$ cat src/rtl/satEvtPkg.sv
`timescale 1ns/1ps
package satEvtPkg;

  localparam int NUM_CTR = 2;
  localparam int IDX_W = (NUM_CTR > 1) ? $clog2(NUM_CTR) : 1;

  // Byte offsets; per-counter registers step downward for higher indices.
  localparam int OFS_CTRL   = 'h00;
  localparam int OFS_MASK   = 'h04;
  localparam int OFS_RAW    = 'h08;
  localparam int OFS_MASKED = 'h0C;
  localparam int OFS_CLR    = 'h10;
  localparam int OFS_CFG0   = 'h24;
  localparam int OFS_VAL0   = 'h2C;
  localparam int OFS_STEP   = 4;

  localparam int CFG_IRQEN_BIT = 8;

  typedef enum logic [2:0] {
    RD_ZERO,
    RD_CTRL,
    RD_MASK,
    RD_RAW,
    RD_MASKED,
    RD_CFG,
    RD_VAL
  } rdSel_e;

  typedef struct packed {
    logic               wrCtrl;
    logic               wrMask;
    logic               wrClr;
    logic [NUM_CTR-1:0] wrCfg;
    logic [NUM_CTR-1:0] wrVal;
    logic               rdEn;
    rdSel_e             rdSel;
    logic [IDX_W-1:0]   rdIdx;
  } strobe_t;

endpackage

$ cat src/rtl/satEvtCtrl.sv
`timescale 1ns/1ps
module satEvtCtrl
  import satEvtPkg::*;
#(
  parameter int ADDR_W = 8
) (
  input  logic              regWrEn,
  input  logic              regRdEn,
  input  logic [ADDR_W-1:0] regAddr,
  output strobe_t           strobe
);

  logic [NUM_CTR-1:0] cfgHit;
  logic [NUM_CTR-1:0] valHit;

  for (genvar gi = 0; gi < NUM_CTR; gi++) begin : g_dec
    assign cfgHit[gi] = (regAddr == ADDR_W'(OFS_CFG0 - OFS_STEP * gi));
    assign valHit[gi] = (regAddr == ADDR_W'(OFS_VAL0 - OFS_STEP * gi));
  end

  always_comb begin
    strobe        = '0;
    strobe.rdSel  = RD_ZERO;
    strobe.rdEn   = regRdEn;
    strobe.wrCtrl = regWrEn && (regAddr == ADDR_W'(OFS_CTRL));
    strobe.wrMask = regWrEn && (regAddr == ADDR_W'(OFS_MASK));
    strobe.wrClr  = regWrEn && (regAddr == ADDR_W'(OFS_CLR));
    strobe.wrCfg  = regWrEn ? cfgHit : '0;
    strobe.wrVal  = regWrEn ? valHit : '0;

    if (regAddr == ADDR_W'(OFS_CTRL))        strobe.rdSel = RD_CTRL;
    else if (regAddr == ADDR_W'(OFS_MASK))   strobe.rdSel = RD_MASK;
    else if (regAddr == ADDR_W'(OFS_RAW))    strobe.rdSel = RD_RAW;
    else if (regAddr == ADDR_W'(OFS_MASKED)) strobe.rdSel = RD_MASKED;

    for (int i = 0; i < NUM_CTR; i++) begin
      if (cfgHit[i]) begin
        strobe.rdSel = RD_CFG;
        strobe.rdIdx = IDX_W'(i);
      end
      if (valHit[i]) begin
        strobe.rdSel = RD_VAL;
        strobe.rdIdx = IDX_W'(i);
      end
    end
  end

endmodule

$ cat src/rtl/satEvtDatapath.sv
`timescale 1ns/1ps
module satEvtDatapath
  import satEvtPkg::*;
#(
  parameter int CNT_W   = 32,
  parameter int NUM_EVT = 15,
  parameter int SEL_W   = 4
) (
  input  logic                            clk,
  input  logic                            rstN,
  input  strobe_t                         strobe,
  input  logic [31:0]                     regWrData,
  input  logic [NUM_EVT-1:0]              evtPulse,
  output logic [31:0]                     regRdData,
  output logic                            irqOut,
  output logic [NUM_CTR-1:0][CNT_W-1:0]   ctrVal,
  output logic [NUM_CTR-1:0][SEL_W-1:0]   ctrSel,
  output logic                            globalEn,
  output logic                            irqMask,
  output logic                            irqRaw
);

  localparam logic [CNT_W-1:0] CNT_MAX  = '1;
  localparam logic [CNT_W-1:0] CNT_NEAR = CNT_MAX - CNT_W'(1);

  logic [NUM_CTR-1:0] ctrIrqEn;
  logic [NUM_CTR-1:0] reachMax;

  for (genvar gi = 0; gi < NUM_CTR; gi++) begin : g_ctr
    logic selHit;
    logic doInc;

    always_comb begin
      selHit = 1'b0;
      for (int e = 0; e < NUM_EVT; e++) begin
        if (ctrSel[gi] == SEL_W'(e + 1)) selHit = evtPulse[e];
      end
    end

    assign doInc        = globalEn && selHit && (ctrVal[gi] != CNT_MAX);
    assign reachMax[gi] = doInc && ctrIrqEn[gi] && (ctrVal[gi] == CNT_NEAR);

    always_ff @(posedge clk) begin
      if (!rstN) begin
        ctrSel[gi]   <= '0;
        ctrIrqEn[gi] <= 1'b0;
      end else if (strobe.wrCfg[gi]) begin
        ctrSel[gi]   <= regWrData[SEL_W-1:0];
        ctrIrqEn[gi] <= regWrData[CFG_IRQEN_BIT];
      end
    end

    always_ff @(posedge clk) begin
      if (!rstN) begin
        ctrVal[gi] <= '0;
      end else if (strobe.wrVal[gi] && (ctrSel[gi] == '0)) begin
        ctrVal[gi] <= regWrData[CNT_W-1:0];
      end else if (doInc) begin
        ctrVal[gi] <= ctrVal[gi] + CNT_W'(1);
      end
    end
  end

  always_ff @(posedge clk) begin
    if (!rstN) begin
      globalEn <= 1'b0;
      irqMask  <= 1'b0;
      irqRaw   <= 1'b0;
    end else begin
      if (strobe.wrCtrl) globalEn <= regWrData[0];
      if (strobe.wrMask) irqMask  <= regWrData[0];
      if (|reachMax)                            irqRaw <= 1'b1;
      else if (strobe.wrClr && regWrData[0])    irqRaw <= 1'b0;
    end
  end

  assign irqOut = irqRaw && irqMask;

  logic [31:0] rdWord;

  always_comb begin
    rdWord = '0;
    case (strobe.rdSel)
      RD_CTRL:   rdWord[0] = globalEn;
      RD_MASK:   rdWord[0] = irqMask;
      RD_RAW:    rdWord[0] = irqRaw;
      RD_MASKED: rdWord[0] = irqRaw && irqMask;
      RD_CFG: begin
        rdWord[SEL_W-1:0]    = ctrSel[strobe.rdIdx];
        rdWord[CFG_IRQEN_BIT] = ctrIrqEn[strobe.rdIdx];
      end
      RD_VAL:    rdWord[CNT_W-1:0] = ctrVal[strobe.rdIdx];
      default:   rdWord = '0;
    endcase
  end

  always_ff @(posedge clk) begin
    if (!rstN)            regRdData <= '0;
    else if (strobe.rdEn) regRdData <= rdWord;
  end

endmodule

$ cat src/rtl/satEvtMon.sv
`timescale 1ns/1ps
module satEvtMon
  import satEvtPkg::*;
#(
  parameter int CNT_W   = 32,
  parameter int NUM_EVT = 15,
  parameter int ADDR_W  = 8,
  parameter int SEL_W   = $clog2(NUM_EVT + 1)
) (
  input  logic               clk,
  input  logic               rstN,
  input  logic               regWrEn,
  input  logic               regRdEn,
  input  logic [ADDR_W-1:0]  regAddr,
  input  logic [31:0]        regWrData,
  output logic [31:0]        regRdData,
  input  logic [NUM_EVT-1:0] evtPulse,
  output logic               irqOut
);

  strobe_t                          strobe;
  logic [NUM_CTR-1:0][CNT_W-1:0]    ctrVal;
  logic [NUM_CTR-1:0][SEL_W-1:0]    ctrSel;
  logic                             globalEn;
  logic                             irqMask;
  logic                             irqRaw;

  satEvtCtrl #(
    .ADDR_W (ADDR_W)
  ) u_ctrl (
    .regWrEn (regWrEn),
    .regRdEn (regRdEn),
    .regAddr (regAddr),
    .strobe  (strobe)
  );

  satEvtDatapath #(
    .CNT_W   (CNT_W),
    .NUM_EVT (NUM_EVT),
    .SEL_W   (SEL_W)
  ) u_dp (
    .clk       (clk),
    .rstN      (rstN),
    .strobe    (strobe),
    .regWrData (regWrData),
    .evtPulse  (evtPulse),
    .regRdData (regRdData),
    .irqOut    (irqOut),
    .ctrVal    (ctrVal),
    .ctrSel    (ctrSel),
    .globalEn  (globalEn),
    .irqMask   (irqMask),
    .irqRaw    (irqRaw)
  );

endmodule

$ cat config.mk
export PLATFORM = sky130hd
export DESIGN_NAME = satEvtMon
export DESIGN_NICKNAME = d
export VERILOG_FILES = /design/src/rtl/satEvtPkg.sv /design/src/rtl/satEvtCtrl.sv /design/src/rtl/satEvtDatapath.sv /design/src/rtl/satEvtMon.sv
export SDC_FILE = /design/constraint.sdc
export NUM_CORES = 1
export LEC_CHECK = 0
export BUFFER_PORTS_ARGS = -buffer_cell sky130_fd_sc_hd__buf_4
export CORE_MARGIN = 2
export CORE_UTILIZATION = 50
export CTS_CLUSTER_SIZE = 30
export DETAILED_ROUTE_END_ITERATION = 8
export PLACE_DENSITY = 0.77
export SYNTH_ARGS = -nofsm -noshare
export SYNTH_HDL_FRONTEND = slang
export SYNTH_SLANG_ARGS = --single-unit
$ cat constraint.sdc
create_clock -name clk -period 4.5 [get_ports clk]
set_clock_uncertainty 0.1 [all_clocks]
set_input_delay 0.45 -clock clk [delete_from_list [all_inputs] [get_ports clk]]
set_output_delay 0.45 -clock clk [all_outputs]
set_load 0.02 [all_outputs]
After elaboration in Yosys (flattened, before gate mapping)
Index checks and enable logic that the tools add are counted.

cells by class
  $lt $le $gt $ge = 1
  equality and inequality tests = 48
  reductions and logical operators = 22
  add/sub/neg operators = 2
  muxes and demuxes = 57

operator list
  operator                 number
  $mux W32                 6
  $add A32 B1 Y32 const B  2
  $eq A32 B32 Y1 const B   2
  $eq A4 B4 Y1 const B     16
  $ne A32 B32 Y1 const B   2
  $mux W1                  34
  $eq A4 B3 Y1 const B     8
  $eq A8 B6 Y1 const B     4
  $mux W4                  7
  $mux W23                 1
  $eq A4 B2 Y1 const B     4
  $eq A8 B4 Y1 const B     2
  $logic_and A1 B1 Y1      15
  $mux W3                  4
  $eq A3 B3 Y1 const B     3
  $eq A4 B1 Y1 const B     2
  $eq A8 B3 Y1 const B     1
  $eq A8 B5 Y1 const B     1
  $logic_not A4 Y1         2
  $logic_not A8 Y1         1
  $eq A3 B2 Y1 const B     2
  $pmux W1 S6              1
  $pmux W3 S2              1
  $reduce_bool A2 Y1       3
  other kinds (5)          6

storage, ports and cells
  flip-flop bits (word level) = 109
  word-level logic and storage cells = 140
  input bits = 59

Logic depth before layout (Yosys ltp)
Gate-level depths: netlist (run 1).

  depth after elaboration = 22
  mapped depth = 11

Cells and area by module
From an unflattened synthesis (run 1), not the netlist that was laid out.

unflattened totals
  cells, all modules = 866
  area total of the unflattened synthesis = 6,615.1 um2

modules (own cells, without submodules)
  module          instances  cells each  area an instance (um2)
  satEvtDatapath  1          841         6,444.9
  satEvtCtrl      1          25          170.2

Worst setup path before layout (run 1)
Ideal clock, no wire load.

  path kind = in2reg
  start point = input regAddr[1]
  end point = register u_dp.regRdData[21]
  buffers on the path = 3
  library setup time = 0.128 ns
  arrival time = 2.324 ns
  path slack = 1.948 ns
  stages on the path = 9
  path through = or4_1 buf_2 nor4b_4 buf_6 buf_6 mux2i_1 nor2_1 a21oi_1 nor2_1

on the way
  longest elaborated chain between the ends = 11

ends and longest elaborated chain
  what                    RTL line              text
  start: declaration      satEvtMon.sv:14       input logic [ADDR_W-1:0] regAddr,
  $eq A8 B4 Y1            satEvtCtrl.sv:34      else if (regAddr == ADDR_W'(OFS_MASKED)) strobe.rdSel = RD_MASKED;
  $mux W3                 satEvtCtrl.sv:34
  $mux W3                 satEvtCtrl.sv:33      else if (regAddr == ADDR_W'(OFS_RAW)) strobe.rdSel = RD_RAW;
  $mux W3                 satEvtCtrl.sv:32      else if (regAddr == ADDR_W'(OFS_MASK)) strobe.rdSel = RD_MASK;
  $mux W3                 satEvtCtrl.sv:31      if (regAddr == ADDR_W'(OFS_CTRL)) strobe.rdSel = RD_CTRL;
  $mux W4                 satEvtCtrl.sv:37      if (cfgHit[i]) begin
  $mux W4                 satEvtCtrl.sv:41      if (valHit[i]) begin
  $mux W4                 satEvtCtrl.sv:37
  $mux W4 (*)             satEvtCtrl.sv:41
  $eq A3 B3 Y1            satEvtDatapath.sv:83  case (strobe.rdSel)
  $mux W23 (*)            satEvtDatapath.sv:83
  end signal: assignment  satEvtDatapath.sv:99  else if (strobe.rdEn) regRdData <= rdWord;
  end: declaration        satEvtDatapath.sv:14  output logic [31:0] regRdData,

Mark *: on every way between the ends. The rest lies on a longest branch, timed or not. The select of a mux whose other input is x is not followed.
A chain may end at the register's enable or synchronous reset.

Worst setup path in the final report (run 1)
  start point = register u_dp.ctrVal[33] in the netlist's numbering
  end point = register u_dp.ctrVal[61] in the netlist's numbering

on the way
  longest elaborated chain between the ends = 3

ends and longest elaborated chain
  what                                               RTL line                                    text
  start: declaration                                 satEvtDatapath.sv:16                        output logic [NUM_CTR-1:0][CNT_W-1:0] ctrVal,
  start signal: indexed assignment                   satEvtDatapath.sv:57                        ctrVal[gi] <= regWrData[CNT_W-1:0];
  start signal: indexed assignment                   satEvtDatapath.sv:59                        ctrVal[gi] <= ctrVal[gi] + CNT_W'(1);
  $add A32 B1 Y32 or $ne A32 B32 Y1 (tied branches)  satEvtDatapath.sv:59, satEvtDatapath.sv:40
  $mux W32 or $logic_and A1 B1 Y1 (tied branches)    satEvtDatapath.sv:58, satEvtDatapath.sv:40
  $mux W32 or $reduce_bool A2 Y1 (tied branches)     --

Several ways; a longest one is shown, not always the timed one. The select of a mux whose other input is x is not followed.

==> metrics, run 1 <==
reg-to-reg startpoint=u_dp.ctrVal[33]; Total GRT Usage=28.6%; synthesized flop and latch total=109; CP Depth=8; reg2reg end=u_dp.ctrVal[61]; proportion of layout cells with a drive suffix above 1=16.7%; syn_nets=899; vias in the first global route=6057; maximum VDD drop=0.149 mV; final setup TNS=0 ns; number of synthesized flops with an enable pin=0; count of cell types in the netlist=69; Area Growth Syn to Fin=15.1%; CTS Buffer Depth=2; fin. max-slew vios=0; Synth Flop Type=dfxtp_1; Die Y-Extent=118 µm; vias post-DR=6720; DPL Wire Length=14400 µm; CP cell instances=ha_1 > nand4_1 > nor4_1 > nand3_1 > nand3b_1 > nor2_1 > a21bo_2 > a31oi_1; Max Clk Rate=327 MHz; HP Class=input pin to flop; DR iter-0 viols=798; crit share post-route=68.0%; drt first pass iters=8; I/O Pins=92; Startpoint Class=flop; R2R cell count=8; Worst Path Arrival=3.24 ns; # hold bufs at CTS=0; DP Cell Count=1053; slowest stage delay, CP=0.61 ns; Die W=118 µm; cell family with most CP delay=simple AND/OR/NAND/NOR gates; CP bufs+invs=0; Async S/R FF share, synth=0%; Setup Buffers After CTS=0; Setup Crit Path Kind=flop to flop; CP required=4.68 ns; largest net degree at the start of global routing=55; final hold slack=0.273 ns; unrepaired setup endpoints after global routing=no; endpoints failing setup=0; crit path from=u_dp.ctrVal[33]; Seq/Total Area, Yosys=33.4%; starting density of the core=51.5%; final hold vios=0; Post-DRT Antenna Nets=0; gpl congestion=0.939; FILL cells=1177; nets@finish=955; leakage power=2.44 nW; Slew @ Worst Pin=1.05 ns; Clock Sinks=109; Cells after Synth=836; GRT overflow=0; clk_lat worst skew=0.36 ns; Max-Slew Margin vs Limit=30.1%; CTS Root Cell=clkbuf_16; Crit Path Max Fanout=7; routed wire length per instance=18.9 µm; total CTS buffers=9; die area=14000 µm²; PD cells=247 nW/µm²; Critical-path top delay cell=nor4_1; vias per cell=6.29; first-pass GRT wire length=32200 µm; max-cap violations=0; Yosys warning count=0; outcome=finished clean; Crit. End Element=flop; CP Capture Point=u_dp.ctrVal[61]; Avg Cell Area, Syn=7.81 µm²; DRC viols=0; Setup Slack @ Placement=1.36 ns; # diodes=0; htree depth=3; TritonCTS clock tree=done; final worst slack=1.44 ns; CTS clk-pin slew, worst paths=0.07 ns; Std-Cell Rows=41; initial antenna violation count=0; fin crit period=3.06 ns; Non-Filler Instances=1069; routed wire length=20200 µm; mapped cell area=6530 µm²; R2R setup slack=1.44 ns; number of I/O port buffers=91; min-delay src=regWrData[27]; core footprint=12700 µm²; CTS resizes=0
[layout make-up]
class                      instances  area (µm²)  share of cell area, %
tap                              172         215                   2.86
clock inverter                     3        18.8                  0.250
inverter                          15        56.3                  0.750
sequential                       109        2180                   29.0
clock buffer                      13         260                   3.46
multi-input combinational        655        4010                   53.4
timing repair buffer             102         766                   10.2
[power breakdown]
group | internal, mW | switching, mW
clock network | 0.407 | 0.364
logic | 0.0479 | 0.0637
registers | 0.966 | 0.00351
total | 1.42 | 0.431
[metrics by stage]
| stage | area, µm² | power, mW | util, % |
|---|---|---|---|
| 4_1_cts | 7510 | 1.85 | 59.3 |
| 2_1_floorplan | 6530 | 1.03 | - |
| 6_report | 7510 | 1.85 | 59.3 |
| 5_1_grt | 7510 | 1.90 | 59.3 |
| 3_5_place_dp | 7230 | 1.10 | 57.1 |
| 3_3_place_gp | 7230 | 1.10 | 57.1 |
[cells in the mapped netlist, types with 5 or more instances]
library cell  number  area [µm²]
dfxtp_1          109        2180
nor2_1           104         390
nand2_1           82         308
a21oi_1           74         370
nand3_1           53         265
mux2i_1           47         470
o21ai_0           39         195
clkbuf_1          35         131
nor3_1            27         135
and3_1            23         144
nand4_1           21         131
nor4_1            15        93.8
a31oi_1           14        87.6
inv_1             14        52.6
xnor2_1           13         114
a41oi_1           12         105
buf_2             12        60.1
and2_1             9        56.3
mux2_2             7        78.8
o21a_1             7        52.6
or3_1              7        43.8
and4_1             6        52.6
nand3b_1           6        45.0
buf_4              5        37.5
nor2b_1            5        31.3
[kinds of logic (layout without fill, tap and decap cells)]
family                     count (synthesis)  count (layout)  share of synthesized area, %
DFF                                      109             109                          33.4
muxes                                     59              59                          10.2
buffers and inverters                     72             133                          5.12
AOI/OAI and AO/OA                        192             192                          18.6
and+or+nand+nor                          383             383                          29.6
xor gates and xnor gates                  17              17                          2.28
adders and majority gates                  4               4                         0.767
[worst register-to-register path: stages (launching register included)]
cell and delay (ns):
dfxtp_1 0.47, ha_1 0.22, nand4_1 0.26, nor4_1 0.61, nand3_1 0.34, nand3b_1 0.46, nor2_1 0.15, a21bo_2 0.24
a31oi_1 0.15
[cells in the final DEF, fill, tap and decap left out, types with 23 or more instances in the layout]
cell / instances
buf_4: 102
nand2_1: 82
o21ai_0: 39
nor2_1: 103
mux2i_1: 47
nand3_1: 53
nor3_1: 27
dfxtp_1: 109
a21oi_1: 74
and3_1: 23
[state kept, by name, summed over array words and instances (netlist names)]
name and flops:
u_dp.irqRaw 1, u_dp.ctrIrqEn 2, u_dp.globalEn 1, u_dp.irqMask 1
u_dp.ctrVal 64, u_dp.ctrSel 8, u_dp.regRdData 32
[per-layer routing]
layer  vias to the layer above  GRT usage, %  share of wire (%)
met3                        32          4.25                9.4
met4                         0          8.81                1.9
met5                         -             0                  0
met2                       331          44.6                 46
met1                      3178          40.6                 43
li1                       3179             -                  -
[how the worst min path moves through the flow]
stage / to / slack (ns) / cells after the start
floorplan: u_dp.irqMask / 0.37 / 2
global placement: u_dp.regRdData[3] / 0.36 / 2
detailed placement: u_dp.regRdData[8] / 0.36 / 2
CTS: u_dp.ctrVal[27] / 0.27 / 3
global route: u_dp.ctrVal[27] / 0.28 / 3
finish: u_dp.ctrVal[27] / 0.27 / 3
No activity file was read; power rests on OpenSTA's default activity.
==> inputs of run 2 (changes only) <==
clock period = 2.9 ns   (was 4.5 ns; I/O delays follow)
==> metrics, run 2 (synthesis results as in run 1) <==
outcome=finished clean; most flop-heavy register=u_dp.ctrVal; TritonCTS clock tree=done; Max-Slew Margin vs Limit=39.3%; GRT overflow=0; Crit. End Element=flop; clk_lat worst skew=0.37 ns; leakage power=2.61 nW; Max Clk Rate=370 MHz; DP Cell Count=1084; # diodes=0; fin. max-slew vios=0; CTS clk-pin slew, worst paths=0.07 ns; Startpoint Class=flop; PD cells=383 nW/µm²; Pwr Total=2.99 mW; Area Growth Syn to Fin=19.6%; Clock Sinks=109; post-layout util=61.6%; Setup Buffers After CTS=0; core footprint=12700 µm²; final hold slack=0.103 ns; switching pwr=0.691 mW; Die Y-Extent=118 µm; DR iter-0 viols=731; die area=14000 µm²; max reg flops=64; proportion of layout cells with a drive suffix above 1=19.6%; fin crit period=2.70 ns; vias post-DR=6867; final worst slack=0.200 ns; Setup Slack @ Placement=0.103 ns; Worst Path Arrival=2.90 ns; first-pass GRT wire length=32700 µm; CTS Buffer Depth=2; HP Class=input pin to flop; Die W=118 µm; total CTS buffers=9; DPL Wire Length=15000 µm; gpl congestion=0.968; Clk pwr share=43.7%; DRC viols=0; Non-Filler Instances=1100; CTS Root Cell=clkbuf_16; Seq pwr share=50.3%; nets@finish=986; vias per cell=6.24; starting density of the core=51.5%; commonest non-fill, non-tap cell in the layout=buf_4; Slew @ Worst Pin=0.908 ns; cell internal pwr=2.30 mW; vias in the first global route=6156; drt first pass iters=5; largest net degree at the start of global routing=43; endpoints failing setup=0; most frequent cells in the layout=buf_4 (130), dfxtp_1 (108), nor2_1 (103); Post-DRT Antenna Nets=0; maximum VDD drop=0.273 mV; Setup Crit Path Kind=flop to flop; Cell Area, Placed=7500 µm²; Std-Cell Rows=41; # hold bufs at CTS=0; CTS resizes=0; crit share post-route=93.1%; Total GRT Usage=29.1%; Largest regs=u_dp.ctrVal (64), u_dp.regRdData (32), u_dp.ctrSel (8); unrepaired setup endpoints after global routing=no; I/O Pins=92; initial antenna violation count=0; routed wire length per instance=18.6 µm; finished layout cell area=7810 µm²; final hold vios=0; htree depth=3; Crit Path Max Fanout=12; CP required=3.10 ns; power share of the combinational group=6.0%; max-cap violations=0; routed wire length=20500 µm; number of I/O port buffers=91; Net Sw Frac=23.1%; final setup TNS=0 ns
## run 2: area by class of cell
cell class / count / area, µm²
Fill cell: 1148 / 4860
Multi-Input combinational cell: 655 / 4010
Sequential cell: 109 / 2180
Timing Repair Buffer: 133 / 1040
Clock buffer: 13 / 260
Tap cell: 172 / 215
Inverter: 15 / 56.3
Clock inverter: 3 / 43.8
## run 2: final timing paths
kind                                   startpoint                 to  slack, ns  cells past startpoint
worst max-delay path               u_dp.ctrSel[5]    u_dp.ctrVal[58]       0.20                      7
worst min register to register  u_dp.regRdData[1]  u_dp.regRdData[1]       0.37                      2
worst min-delay path                regWrData[27]    u_dp.ctrVal[27]       0.10                      3
worst max register to register     u_dp.ctrSel[5]    u_dp.ctrVal[58]       0.20                      7
## run 2: power by group through the flow
| stage | registers, mW | logic [mW] | clock network (mW) |
|---|---|---|---|
| 5_1_grt | 1.50 | 0.189 | 1.36 |
| 4_1_cts | 1.50 | 0.176 | 1.31 |
| 3_5_place_dp | 1.54 | 0.175 | 0 |
| 2_1_floorplan | 1.54 | 0.0657 | 0 |
| 6_report | 1.50 | 0.178 | 1.31 |
| 3_3_place_gp | 1.54 | 0.175 | 0 |
## run 2: per-layer routing
layer / GRT usage [%] / part of all wire [%] / wire (µm)
met2: 44.6 / 45 / 9250
met5: 0 / 0 / 0
met3: 5.41 / 10 / 2110
met4: 10.7 / 2.2 / 454
met1: 40.7 / 42 / 8690
## run 2: critical path, stage by stage (launching register included)
cell and delay [ns]:
dfxtp_2 0.51, mux2_2 0.21, a221oi_1 0.09, nor4b_1 0.45, or2_1 0.43, nand2_2 0.22, or4_1 0.44, a31oi_1 0.17
